`src/rtl/uart_wm_pkg.sv`:
```
package uart_wm_pkg;
    typedef enum logic [1:0] {TX_IDLE, TX_START, TX_DATA, TX_STOP} tx_state_e;
    typedef enum logic [1:0] {RX_IDLE, RX_START, RX_DATA, RX_STOP} rx_state_e;

    localparam int DIV_W = 16;
    localparam int WM_W  = 3;

    localparam logic [4:0] OFS_TXQ   = 5'h00;
    localparam logic [4:0] OFS_RXQ   = 5'h04;
    localparam logic [4:0] OFS_TXCFG = 5'h08;
    localparam logic [4:0] OFS_RXCFG = 5'h0C;
    localparam logic [4:0] OFS_IEN   = 5'h10;
    localparam logic [4:0] OFS_IPEND = 5'h14;
    localparam logic [4:0] OFS_BAUD  = 5'h18;
endpackage

```
`src/rtl/uart_wm_fifo.sv`:
```
module uart_wm_fifo #(
    parameter int W     = 8,
    parameter int DEPTH = 8,
    localparam int AW   = $clog2(DEPTH),
    localparam int LW   = $clog2(DEPTH) + 1
) (
    input  logic          clk,
    input  logic          rst_n,
    input  logic          push,
    input  logic [W-1:0]  din,
    input  logic          pop,
    output logic [W-1:0]  dout,
    output logic          full,
    output logic          empty,
    output logic [LW-1:0] level
);
    logic [W-1:0]  mem [DEPTH];
    logic [AW-1:0] wptr, rptr;
    logic          do_push, do_pop;

    assign full    = (level == LW'(DEPTH));
    assign empty   = (level == '0);
    assign do_push = push && !full;
    assign do_pop  = pop && !empty;
    assign dout    = mem[rptr];

    always_ff @(posedge clk) begin
        if (do_push) mem[wptr] <= din;
    end

    always_ff @(posedge clk or negedge rst_n) begin
        if (!rst_n) begin
            wptr  <= '0;
            rptr  <= '0;
            level <= '0;
        end else begin
            if (do_push) wptr <= (wptr == AW'(DEPTH - 1)) ? '0 : wptr + 1'b1;
            if (do_pop)  rptr <= (rptr == AW'(DEPTH - 1)) ? '0 : rptr + 1'b1;
            if (do_push && !do_pop)      level <= level + 1'b1;
            else if (do_pop && !do_push) level <= level - 1'b1;
        end
    end

    AST_NO_OVERFLOW: assert property (@(posedge clk) disable iff (!rst_n)
        full && push && !pop |=> $stable(level));
    AST_NO_UNDERFLOW: assert property (@(posedge clk) disable iff (!rst_n)
        empty && pop && !push |=> empty);
    AST_PUSH_POP_KEEP: assert property (@(posedge clk) disable iff (!rst_n)
        !empty && !full && push && pop |=> $stable(level));
endmodule

```
`src/rtl/uart_wm_tx.sv`:
```
module uart_wm_tx
    import uart_wm_pkg::*;
(
    input  logic             clk,
    input  logic             rst_n,
    input  logic             en,
    input  logic             two_stop,
    input  logic [DIV_W-1:0] div,
    input  logic             q_empty,
    input  logic [7:0]       q_data,
    output logic             q_pop,
    output logic             txd
);
    tx_state_e        state;
    logic [DIV_W-1:0] cnt;
    logic [2:0]       bitn;
    logic [7:0]       sh;
    logic             second_stop;
    logic             period_end;

    assign period_end = (cnt == div);

    always_ff @(posedge clk or negedge rst_n) begin
        if (!rst_n) begin
            state       <= TX_IDLE;
            cnt         <= '0;
            bitn        <= '0;
            sh          <= '0;
            second_stop <= 1'b0;
        end else begin
            unique case (state)
                TX_IDLE: begin
                    if (q_pop) begin
                        sh    <= q_data;
                        cnt   <= '0;
                        state <= TX_START;
                    end
                end
                TX_START: begin
                    if (period_end) begin
                        cnt   <= '0;
                        bitn  <= '0;
                        state <= TX_DATA;
                    end else cnt <= cnt + 1'b1;
                end
                TX_DATA: begin
                    if (period_end) begin
                        cnt <= '0;
                        sh  <= {1'b0, sh[7:1]};
                        if (bitn == 3'd7) begin
                            second_stop <= 1'b0;
                            state       <= TX_STOP;
                        end else bitn <= bitn + 1'b1;
                    end else cnt <= cnt + 1'b1;
                end
                TX_STOP: begin
                    if (period_end) begin
                        cnt <= '0;
                        if (two_stop && !second_stop) second_stop <= 1'b1;
                        else                          state <= TX_IDLE;
                    end else cnt <= cnt + 1'b1;
                end
            endcase
        end
    end

    always_comb begin
        q_pop = 1'b0;
        txd   = 1'b1;
        unique case (state)
            TX_IDLE:  q_pop = en && !q_empty;
            TX_START: txd = 1'b0;
            TX_DATA:  txd = sh[0];
            TX_STOP:  txd = 1'b1;
        endcase
    end

    AST_TX_HOLD_OFF: assert property (@(posedge clk) disable iff (!rst_n)
        (state == TX_IDLE) && !en |=> (state == TX_IDLE));
endmodule

```
`src/rtl/uart_wm_rx.sv`:
```
module uart_wm_rx
    import uart_wm_pkg::*;
(
    input  logic             clk,
    input  logic             rst_n,
    input  logic             en,
    input  logic [DIV_W-1:0] div,
    input  logic             rxd,
    output logic             push,
    output logic [7:0]       dout
);
    localparam int TW = DIV_W - 3;

    rx_state_e     state;
    logic          s1, s2, s_prev;
    logic [TW-1:0] tcnt, tick_lim;
    logic [DIV_W:0] div_p1;
    logic          tick;
    logic [3:0]    os;
    logic [2:0]    bitn;
    logic [7:0]    sh;

    assign div_p1   = {1'b0, div} + 1'b1;
    assign tick_lim = (div_p1[DIV_W:4] == '0) ? TW'(1) : div_p1[DIV_W:4];
    assign tick     = (state != RX_IDLE) && (tcnt == tick_lim - 1'b1);

    always_ff @(posedge clk or negedge rst_n) begin
        if (!rst_n) begin
            s1     <= 1'b1;
            s2     <= 1'b1;
            s_prev <= 1'b1;
            tcnt   <= '0;
            state  <= RX_IDLE;
            os     <= '0;
            bitn   <= '0;
            sh     <= '0;
        end else begin
            s1     <= rxd;
            s2     <= s1;
            s_prev <= s2;
            if (state == RX_IDLE || tick) tcnt <= '0;
            else                          tcnt <= tcnt + 1'b1;
            unique case (state)
                RX_IDLE: begin
                    if (en && s_prev && !s2) begin
                        os    <= '0;
                        state <= RX_START;
                    end
                end
                RX_START: begin
                    if (tick) begin
                        if (os == 4'd7) begin
                            os    <= '0;
                            bitn  <= '0;
                            state <= s2 ? RX_IDLE : RX_DATA;
                        end else os <= os + 1'b1;
                    end
                end
                RX_DATA: begin
                    if (tick) begin
                        if (os == 4'd15) begin
                            os <= '0;
                            sh <= {s2, sh[7:1]};
                            if (bitn == 3'd7) state <= RX_STOP;
                            else              bitn  <= bitn + 1'b1;
                        end else os <= os + 1'b1;
                    end
                end
                RX_STOP: begin
                    if (tick) begin
                        if (os == 4'd15) state <= RX_IDLE;
                        else             os    <= os + 1'b1;
                    end
                end
            endcase
        end
    end

    always_comb begin
        push = (state == RX_STOP) && tick && (os == 4'd15) && s2;
        dout = sh;
    end

    AST_RX_OFF_IDLE: assert property (@(posedge clk) disable iff (!rst_n)
        (state == RX_IDLE) && !en |=> (state == RX_IDLE));
    AST_RX_BAD_STOP: assert property (@(posedge clk) disable iff (!rst_n)
        (state == RX_STOP) && !s2 |-> !push);
endmodule

```
`src/rtl/uart_wm.sv`:
```
module uart_wm
    import uart_wm_pkg::*;
#(
    parameter int               DEPTH     = 8,
    parameter logic [DIV_W-1:0] RESET_DIV = 16'd15
) (
    input  logic        clk,
    input  logic        rst_n,
    input  logic        bus_sel,
    input  logic        bus_we,
    input  logic [4:0]  bus_addr,
    input  logic [31:0] bus_wdata,
    output logic [31:0] bus_rdata,
    input  logic        rxd,
    output logic        txd,
    output logic        irq
);
    localparam int LW = $clog2(DEPTH) + 1;

    logic             tx_en, two_stop, rx_en;
    logic [WM_W-1:0]  tx_wm, rx_wm;
    logic [1:0]       ien, ipend;
    logic [DIV_W-1:0] div;
    logic             wr, tx_push, rx_pop;
    logic             tx_full, tx_empty, tx_pop, rx_full, rx_empty, rx_push;
    logic [7:0]       tx_head, rx_head, rx_byte;
    logic [LW-1:0]    tx_level, rx_level;
    logic             unused_bits;

    assign wr          = bus_sel && bus_we;
    assign tx_push     = wr && (bus_addr == OFS_TXQ);
    assign rx_pop      = bus_sel && !bus_we && (bus_addr == OFS_RXQ);
    assign ipend[0]    = tx_level < LW'(tx_wm);
    assign ipend[1]    = rx_level > LW'(rx_wm);
    assign irq         = |(ien & ipend);
    assign unused_bits = ^{bus_wdata[31:19], rx_full};

    always_ff @(posedge clk or negedge rst_n) begin
        if (!rst_n) begin
            tx_en    <= 1'b0;
            two_stop <= 1'b0;
            tx_wm    <= '0;
            rx_en    <= 1'b0;
            rx_wm    <= '0;
            ien      <= '0;
            div      <= RESET_DIV;
        end else if (wr) begin
            case (bus_addr)
                OFS_TXCFG: begin
                    tx_en    <= bus_wdata[0];
                    two_stop <= bus_wdata[1];
                    tx_wm    <= bus_wdata[18:16];
                end
                OFS_RXCFG: begin
                    rx_en <= bus_wdata[0];
                    rx_wm <= bus_wdata[18:16];
                end
                OFS_IEN:  ien <= bus_wdata[1:0];
                OFS_BAUD: div <= bus_wdata[15:0];
                default: ;
            endcase
        end
    end

    always_comb begin
        bus_rdata = '0;
        case (bus_addr)
            OFS_TXQ: bus_rdata[31] = tx_full;
            OFS_RXQ: begin
                bus_rdata[31] = rx_empty;
                if (!rx_empty) bus_rdata[7:0] = rx_head;
            end
            OFS_TXCFG: begin
                bus_rdata[18:16] = tx_wm;
                bus_rdata[1]     = two_stop;
                bus_rdata[0]     = tx_en;
            end
            OFS_RXCFG: begin
                bus_rdata[18:16] = rx_wm;
                bus_rdata[0]     = rx_en;
            end
            OFS_IEN:   bus_rdata[1:0]  = ien;
            OFS_IPEND: bus_rdata[1:0]  = ipend;
            OFS_BAUD:  bus_rdata[15:0] = div;
            default: ;
        endcase
    end

    uart_wm_fifo #(.W(8), .DEPTH(DEPTH)) u_txq (
        .clk(clk), .rst_n(rst_n), .push(tx_push), .din(bus_wdata[7:0]),
        .pop(tx_pop), .dout(tx_head), .full(tx_full), .empty(tx_empty),
        .level(tx_level));

    uart_wm_fifo #(.W(8), .DEPTH(DEPTH)) u_rxq (
        .clk(clk), .rst_n(rst_n), .push(rx_push), .din(rx_byte),
        .pop(rx_pop), .dout(rx_head), .full(rx_full), .empty(rx_empty),
        .level(rx_level));

    uart_wm_tx u_tx (
        .clk(clk), .rst_n(rst_n), .en(tx_en), .two_stop(two_stop), .div(div),
        .q_empty(tx_empty), .q_data(tx_head), .q_pop(tx_pop), .txd(txd));

    uart_wm_rx u_rx (
        .clk(clk), .rst_n(rst_n), .en(rx_en), .div(div), .rxd(rxd),
        .push(rx_push), .dout(rx_byte));

    AST_RX_PEND_EMPTY: assert property (@(posedge clk) disable iff (!rst_n)
        rx_empty |-> !ipend[1]);
    AST_TX_PEND_FULL: assert property (@(posedge clk) disable iff (!rst_n)
        tx_full |-> !ipend[0]);
    AST_IRQ_QUIET: assert property (@(posedge clk) disable iff (!rst_n)
        (ien == 2'b00) |-> !irq);
endmodule

```
`config.mk`:
```
export PLATFORM = sky130hd
export DESIGN_NAME = uart_wm
export DESIGN_NICKNAME = d
export VERILOG_FILES = /design/src/rtl/uart_wm_pkg.sv /design/src/rtl/uart_wm_fifo.sv /design/src/rtl/uart_wm_tx.sv /design/src/rtl/uart_wm_rx.sv /design/src/rtl/uart_wm.sv
export SDC_FILE = /design/constraint.sdc
export NUM_CORES = 1
export LEC_CHECK = 0
export ABC_AREA = 1
export ABC_CLOCK_PERIOD_IN_PS = 9700
export CAP_MARGIN = 30
export CELL_PAD_IN_SITES_DETAIL_PLACEMENT = 1
export CELL_PAD_IN_SITES_GLOBAL_PLACEMENT = 2
export CORE_MARGIN = 8
export CORE_UTILIZATION = 38
export CTS_CLUSTER_SIZE = 16
export DETAILED_ROUTE_END_ITERATION = 8
export PLACE_DENSITY_LB_ADDON = 0.1
export SLEW_MARGIN = 25
export SYNTH_ARGS = -nofsm -noshare
export SYNTH_HDL_FRONTEND = slang
export SYNTH_SLANG_ARGS = --single-unit
```
`constraint.sdc`:
```
create_clock -name clk -period 9.7 [get_ports clk]
set_input_delay 2.91 -clock clk [delete_from_list [all_inputs] [get_ports clk]]
set_output_delay 2.91 -clock clk [all_outputs]
set_load 0.01 [all_outputs]
```
==> results.toml, run 1 <==
[die]
rows = 65
die_area_um2 = 37400
fp.dieW_um = 193
io_pins = 76
die_height_um = 193
start_util_pct = 38.2
fp.coreArea_um2 = 31300

[global_routing]
grt_pass1_wl_um = 50500
busiest_layer = "met2"
antenna_found_initial = 0
met3_usage_pct = 2.19
grt_pass1_vias = 9243
grt_use_met2_pct = 28.5
grt_util_all_layers_pct = 16.4
overflow = 0
gr-usage-met1_pct = 21.5
grt_start_max_net_pins = 64

[critical_path]
r2r_end = "u_rxq.level[3]$_DFFE_PN0P_"
reg2reg_slack_ns = 4.79
cp_slowest_stage_delay_ns = 0.62
critPathMaxFanout = 13
start_kind = "input port"
critical_path_class = "in2out"
critPathTopFamily = "buffers and inverters"
cp.arrival_ns = 5.59
worstPathCellList = "clkdlybuf4s50_1 > nor2_1 > inv_1 > nor3_1 > nand2_1 > inv_1 > a221oi_1 > o311ai_0 > clkdlybuf4s50_1"
cp_slowest_cell = "clkdlybuf4s50_1"
cp.required_ns = 6.79
worstReg2RegStart = "div[2]$_DFFE_PN1P_"
crit_buf_inv = 4
cp-end-kind = "output port"
r2r_cells = 33

[route]
drt-initial-drc-count = 413
firstDrtPassIters = 6
drtAntennaViolNets = 0
vias = 8792
routedWlPerCell_um = 17.7
via_per_inst = 5.06
drcViolationCount = 0
wl_um = 30700

[run]
drv_cap = 0

[final_layout]
finalNetCount = 1390
final_cell_area_um2 = 13800
num_antenna_cells = 0
fillCellCount = 3545
syn2layout_area_growth_pct = 15.3
drive_gt1_share_pct = 9.51
instances_no_fill = 1737

[sta]
clock_skew_ns = 0.0208
slew_headroom_pct = 37.2
fin_crit_ns = 8.50
maxSlewViolCount = 0
post-route-period-util_pct = 87.6
finalSetupTns_ns = 0
max_slew.worst_pin.slew_ns = 0.939
hold_viol = 0
rsz0062_at_grt = "false"
fmax_mhz = 118
setup_viol = 0

[place]
gp_congestion = 0.751
placedCellCount = 1686
dp_hpwl_um = 22200
io_buffers = 50
place_area_um2 = 12900

[cts]
ctsHoldBuffers = 0
cts_root_buf = "clkbuf_16"
clock_latency_ns = 0.54
cts_resized = 0
clk_path_buf_depth = 3
tritoncts = "yes"
cts-buffers-inserted = 27
post-cts-setup-buffers = 0
clkTransAtPathRegs_ns = 0.06
cts.sinks = 238
h-tree-depth = 1

[power_and_ir_drop]
p_leak_nw = 5.52
p_total_mw = 3.08
power_density_nw_per_um2 = 223
ir_drop_uv = 119

[hold_path]
hp-start = "u_rx.s1$_DFF_PN1_"
min-delay-path-class = "reg2reg"
whs_endpoint = "u_rx.s2$_DFF_PN1_"
whs_path_depth = 0

[synthesis]
synth.distinct_cells = 55
synthFlopType = "edfxtp_1"
synth_warnings = 0
synth_seq_cells = 238
syn_avg_cell_area_um2 = 9.58
async_flop_share_pct = 46.2
synth_edf_count = 128
yosys.area.top_type = "edfxtp_1"
netlist.area_leader.share_pct = 32.1
synth_cells = 1249
netlist_area_um2 = 12000
synth_area_leaders = "edfxtp_1 32%, dfrtp_1 22%, nand2_1 5.9%"
synth-seq-area-share_pct = 55.2

[run_status]
status = "finished clean"
Yosys cell counts, types with 2 or more instances:
cell type	number
nand2_1	187
nor2_1	172
inv_1	134
edfxtp_1	128
o21ai_0	115
dfrtp_1	103
nand3_1	45
ha_1	32
a21oi_1	30
clkbuf_1	28
nor3_1	28
xor2_1	25
o22ai_1	24
xnor2_1	18
o221ai_1	16
nand4_1	14
nand2_2	13
buf_4	12
mux2i_1	10
o21ai_2	9
nor2_2	8
o211ai_1	8
dfstp_2	7
nor4_1	7
o32ai_1	7
inv_2	6
nor2_4	6
mux2_2	5
nand2_4	5
nor3b_1	5
clkinv_1	4
a31oi_1	3
nand3_2	3
o31ai_1	3
a211oi_1	2
buf_1	2
fa_1	2
o2111ai_1	2
o21a_1	2
o21ai_1	2
o311ai_0	2
or2_2	2
logic make-up after synthesis:
logic type	count (synthesis)	synth area share, %
other cells	1	0.0313
fa+ha+maj	34	3.68
xor+xnor	43	3.15
mux	15	1.31
simple gates	500	18.8
flops	238	55.2
compound gates	229	11.4
buf+inv	189	6.39
flip-flops by register name, summed over array words and instances, names as in the netlist, 4 cells and up, named ones only:
signal,count
div,16
u_rx.os,4
u_rxq.mem,64
u_rx.tcnt,13
u_rxq.level,4
u_txq.level,4
u_rx.dout,8
u_txq.mem,64
u_tx.sh,8
u_tx.cnt,16
report_power, final:
group / total (mW) / switching, mW / internal, mW
clock network: 0.970 / 0.403 / 0.567
registers: 1.27 / 0.107 / 1.16
logic: 0.841 / 0.546 / 0.295
total: 3.08 / 1.06 / 2.03
worst register-to-register path, delay by kind of cell, from the launching register on:
| family | cells | cell delay, ns |
|---|---|---|
| DFF | 1 | 0.66 |
| and+or+nand+nor | 20 | 2.19 |
| buffers and inverters | 6 | 0.53 |
| AOI/OAI and AO/OA | 2 | 0.39 |
| adders and majority gates | 3 | 0.72 |
| xor gates and xnor gates | 2 | 0.26 |
routing by layer:
metal  share of wire (%)  vias up
li1                    -     4353
met1                  46     4310
met2                  49       91
met3                 2.6       38
met4                 2.0        0
met5                   0        -
area by class of cell:
type	count	area [um^2]	area share, %
inverter	145	546	3.95
clock buffer	38	717	5.20
sequential	238	6610	47.9
timing repair buffer	69	666	4.82
tap	402	503	3.65
multi-input combinational	833	4650	33.7
clock inverter	12	113	0.816
stage by stage:
step	worst slack (ns)	util [%]	hold WS [ns]
3_3_place_gp	1.16	41.3	0.347
4_1_cts	1.12	44.0	0.361
3_5_place_dp	1.12	41.3	0.349
5_1_grt	0.965	44.1	0.363
6_report	1.20	44.1	0.360
2_1_floorplan	2.75	-	0.345
worst max path at each step:
stage	start	to	slack, ns	cells past startpoint
CTS	bus_addr[1]	bus_rdata[0]	1.12	9
global route	bus_addr[1]	bus_rdata[0]	0.97	9
finish	bus_addr[1]	bus_rdata[0]	1.20	9
global placement	bus_addr[1]	bus_rdata[0]	1.16	9
detailed placement	bus_addr[1]	bus_rdata[0]	1.12	9
floorplan	bus_addr[1]	bus_rdata[2]	2.75	7
layout by cell type, fill, tap and decap left out, types with 17 or more instances in the layout:
master           count
a21oi_1             30
buf_4               17
clkbuf_16           27
clkdlybuf4s50_1     49
dfrtp_1            103
edfxtp_1           128
ha_1                32
inv_1              134
nand2_1            187
nand3_1             45
nor2_1             172
nor3_1              26
o21ai_0            115
o22ai_1             24
xnor2_1             18
xor2_1              25
(Power assumes the default switching activity.)
==> run 2, diff against run 1 <==
- ABC_CLOCK_PERIOD_IN_PS: 9700 -> 8350
- clock period: 9.7 -> 8.35 ns (I/O delays scaled with it)
==> results.toml, run 2 (synthesis gave the netlist of run 1 again) <==
[sta]
fmax_mhz = 131
post-route-period-util_pct = 91.5
slew_headroom_pct = 38.9
clock_skew_ns = 0.0121
max_slew.worst_pin.slew_ns = 0.907
rsz0062_at_grt = "false"
maxSlewViolCount = 0
setup_viol = 0
hold_slack_ns = 0.362
fin_crit_ns = 7.64
finalSetupTns_ns = 0
hold_viol = 0

[critical_path]
r2r_end = "u_rxq.level[3]$_DFFE_PN0P_"
cp.required_ns = 5.85
cp-end-kind = "output port"
worstReg2RegStart = "div[2]$_DFFE_PN1P_"
start_kind = "input port"
r2r_cells = 32
critPathMaxFanout = 13
cp.arrival_ns = 5.14
reg2reg_slack_ns = 3.46
crit_start = "bus_addr[1]"
critical_path_class = "in2out"

[cts]
cts_resized = 0
tritoncts = "yes"
cts_root_buf = "clkbuf_16"
clock_latency_ns = 0.53
cts.sinks = 238
ctsHoldBuffers = 0
cts-buffers-inserted = 27
clkTransAtPathRegs_ns = 0.06
clk_path_buf_depth = 3
h-tree-depth = 1
post-cts-setup-buffers = 0

[place]
dp_hpwl_um = 22200
gp_congestion = 0.750
io_buffers = 50

[die]
start_util_pct = 38.2
fp.coreArea_um2 = 31300
die_area_um2 = 37400
io_pins = 76
rows = 65
fp.dieW_um = 193
die_height_um = 193

[global_routing]
overflow = 0
grt_start_max_net_pins = 66
grt_pass1_wl_um = 50300
grt_util_all_layers_pct = 16.4
grt_pass1_vias = 9181
antenna_found_initial = 0

[power_and_ir_drop]
p_sw_share_pct = 34.9
p_total_mw = 3.52
combPwrFrac_pct = 27.7
seq_power_share_pct = 42.0
ir_drop_uv = 152
p_leak_nw = 5.52
intPower_mw = 2.29
pwr-share-clk_pct = 30.3
power_density_nw_per_um2 = 255
p_sw_mw = 1.23

[final_layout]
final_common_cell = "nand2_1"
finish.utilization_pct = 44.0
fillCellCount = 3554
final_cell_mix = "187 x nand2_1, 172 x nor2_1, 134 x inv_1"
num_antenna_cells = 0
syn2layout_area_growth_pct = 15.3
drive_gt1_share_pct = 9.79
finalNetCount = 1393
reg.largest.list = "u_rxq.mem x64, u_txq.mem x64"

[route]
firstDrtPassIters = 5
routedWlPerCell_um = 17.7
drcViolationCount = 0
vias = 8805
via_per_inst = 5.06
drtAntennaViolNets = 0
drt-initial-drc-count = 448
wl_um = 30800

[hold_path]
whs_endpoint = "u_rx.s2$_DFF_PN1_"
min-delay-path-class = "reg2reg"
hp-start = "u_rx.s1$_DFF_PN1_"
whs_path_depth = 0

[run_status]
status = "finished clean"

[run]
drv_cap = 0
run 2: changes by cell type in the layout (fill, tap and decap cells not counted), sizes merged:
cell / delta
clkinv: +5
clkbuf: -4
buf: +3
bufinv: -2
clkinvlp: +1
run 2: worst max-delay path by stage:
stage | to | slack (ns) | depth (start not counted)
finish | bus_rdata[0] | 0.71 | 9
global route | bus_rdata[1] | 0.45 | 9
CTS | bus_rdata[0] | 0.63 | 9
detailed placement | bus_rdata[0] | 0.64 | 9
global placement | bus_rdata[0] | 0.65 | 9
floorplan | bus_rdata[2] | 2.21 | 7
run 2: final cells by class:
cell class | count | area (um^2) | share of cell area, %
Tap cell | 402 | 503 | 3.65
Timing Repair Buffer | 72 | 703 | 5.10
Clock inverter | 16 | 81.3 | 0.590
Inverter | 145 | 546 | 3.96
Sequential cell | 238 | 6610 | 47.9
Clock buffer | 34 | 712 | 5.16
Multi-Input combinational cell | 833 | 4640 | 33.7
run 2: per-layer routing:
| layer | vias to the layer above | wire (um) | share of wire [%] | GRT usage (%) |
|---|---|---|---|---|
| met5 | - | 0 | 0 | 0 |
| met4 | 0 | 642 | 2.1 | 3.85 |
| met3 | 38 | 758 | 2.5 | 2.13 |
| met2 | 89 | 15200 | 49 | 28.6 |
| met1 | 4315 | 14300 | 46 | 21.3 |
| li1 | 4363 | - | - | - |
run 2: through the flow:
step	setup slack [ns]	cells	cell area, um^2
after CTS	0.626	1737	13700
after detailed placement	0.639	1687	12900
after global placement	0.647	1685	12900
final	0.710	1740	13800
after global routing	0.446	1740	13800
after floorplan	2.21	1260	12000
run 2: worst max-delay path, cell delays in order:
cell,delay [ns]
clkdlybuf4s50_1,0.40
nor2_1,0.39
inv_1,0.12
nor3_1,0.20
nand2_1,0.38
inv_1,0.27
a221oi_1,0.11
o311ai_0,0.13
clkdlybuf4s50_1,0.62
run 2: power groups by stage:
stage          clock network (mW)  registers, mW  logic [mW]
6_report                     1.07           1.48       0.975
5_1_grt                      1.14           1.50        1.13
3_3_place_gp                    0           1.51       0.951
4_1_cts                      1.10           1.49       0.983
2_1_floorplan                   0           1.45       0.718
3_5_place_dp                    0           1.51       0.975
==> run 3, diff against run 2 <==
- ABC_CLOCK_PERIOD_IN_PS: 8350 -> 8130
- clock period: 8.35 -> 8.13 ns (I/O delays scaled with it)
==> results.toml, run 3 (synthesis gave the netlist of run 1 again) <==
[cts]
cts_root_buf = "clkbuf_16"
cts.sinks = 238
clkTransAtPathRegs_ns = 0.05
cts_resized = 0
tritoncts = "yes"
cts-buffers-inserted = 27
ctsHoldBuffers = 0
h-tree-depth = 1
clk_path_buf_depth = 3
clock_latency_ns = 0.54
post-cts-setup-buffers = 0

[hold_path]
hp-start = "u_rx.s1$_DFF_PN1_"
min-delay-path-class = "reg2reg"

[route]
drt-initial-drc-count = 363
drcViolationCount = 0
drtAntennaViolNets = 0
firstDrtPassIters = 4
wl_um = 30900
routedWlPerCell_um = 17.7
vias = 8768
via_per_inst = 5.04

[sta]
slew_headroom_pct = 39.1
fmax_mhz = 134
fin_crit_ns = 7.47
clock_skew_ns = 0.0235
rsz0062_at_grt = "false"
hold_viol = 0
maxSlewViolCount = 0
post-route-period-util_pct = 91.9
finalSetupTns_ns = 0
setup_viol = 0
max_slew.worst_pin.slew_ns = 0.909
setup_ws_ns = 0.655

[critical_path]
cp_slowest_cell = "clkdlybuf4s50_1"
crit_start = "bus_addr[1]"
critPathMaxFanout = 13
cp_slowest_stage_delay_ns = 0.62
start_kind = "input port"
worstReg2RegStart = "div[2]$_DFFE_PN1P_"
critical_path_class = "in2out"
worstPathCellList = "clkdlybuf4s50_1 > nor2_1 > inv_1 > nor3_1 > nand2_1 > inv_1 > a221oi_1 > o311ai_0 > clkdlybuf4s50_1"
cp.arrival_ns = 5.04
cp-end-kind = "output port"
cp.required_ns = 5.69

[final_layout]
finalNetCount = 1394
multi_input_area_um2 = 4650
ff_latch_area_um2 = 6610
fillCellCount = 3515
num_antenna_cells = 0
final_common_cell = "nand2_1"
drive_gt1_share_pct = 10.2
syn2layout_area_growth_pct = 16.3
reg.largest.list = "u_rxq.mem x64, u_txq.mem x64"
final_cell_mix = "187 x nand2_1, 172 x nor2_1, 134 x inv_1"

[global_routing]
grt_pass1_wl_um = 51100
grt_pass1_vias = 9326
overflow = 0
grt_util_all_layers_pct = 16.6
antenna_found_initial = 0
grt_start_max_net_pins = 67

[die]
rows = 65
io_pins = 76
die_height_um = 193
fp.coreArea_um2 = 31300
die_area_um2 = 37400
fp.dieW_um = 193
start_util_pct = 38.2

[place]
post-place-ws_ns = 0.517
gp_congestion = 0.758
io_buffers = 50
dp_hpwl_um = 22200

[power_and_ir_drop]
power_density_nw_per_um2 = 272
ir_drop_uv = 213
p_leak_nw = 5.58

[run]
drv_cap = 0

[run_status]
status = "finished clean"
## run 3: cell types whose count changed in the layout (fill, tap and decap cells not counted)
cell and delta:
buf_4 +2, clkinv_1 -4, nor3_2 +1, clkbuf_8 -1, buf_12 +1, bufinv_16 +5, buf_16 -1, nor3_1 -1
buf_8 -1
## run 3: worst max-delay path, delay by kind of cell
| family | cells | cell delay, ns |
|---|---|---|
| and+or+nand+nor | 3 | 0.92 |
| AOI/OAI and AO/OA | 2 | 0.26 |
| buffers and inverters | 4 | 1.40 |
## run 3: area by class of cell
class	count	share of cell area (%)
tap	402	3.62
sequential	238	47.5
timing repair buffer	73	5.00
multi-input combinational	833	33.4
clock buffer	33	5.02
inverter	145	3.92
clock inverter	17	1.56
## run 3: path summary, 6_finish.rpt
path / end / slack, ns / cells after the start
worst min register to register: u_rx.s2$_DFF_PN1_ / 0.36 / 0
worst max-delay path: bus_rdata[0] / 0.66 / 9
min in group asynchronous: u_txq.wptr[2]$_DFFE_PN0P_ / 1.91 / 1
worst max register to register: u_rxq.level[3]$_DFFE_PN0P_ / 3.17 / 35
worst min-delay path: u_rx.s2$_DFF_PN1_ / 0.36 / 0
max in group asynchronous: u_rx.s1$_DFF_PN1_ / 4.98 / 3
## run 3: power breakdown
group / total (mW) / internal, mW / switching (mW)
sequential: 1.52 / 1.39 / 0.132
clock: 1.26 / 0.769 / 0.488
combinational: 1.00 / 0.348 / 0.653
## run 3: layer usage
| layer | track usage (%) | part of all wire, % |
|---|---|---|
| met5 | 0 | 0 |
| met4 | 3.96 | 1.9 |
| met3 | 2.33 | 3.0 |
| met2 | 29.1 | 49 |
| met1 | 21.5 | 46 |
## run 3: stage by stage
step	instance area, um^2	util [%]	hold slack (ns)	total power, mW	cells
2_1_floorplan	12000	-	0.345	2.23	1260
3_3_place_gp	12900	41.3	0.346	2.53	1687
3_5_place_dp	12900	41.3	0.347	2.55	1688
4_1_cts	13900	44.3	0.356	3.83	1738
5_1_grt	13900	44.4	0.360	4.04	1741
6_report	13900	44.4	0.356	3.78	1741
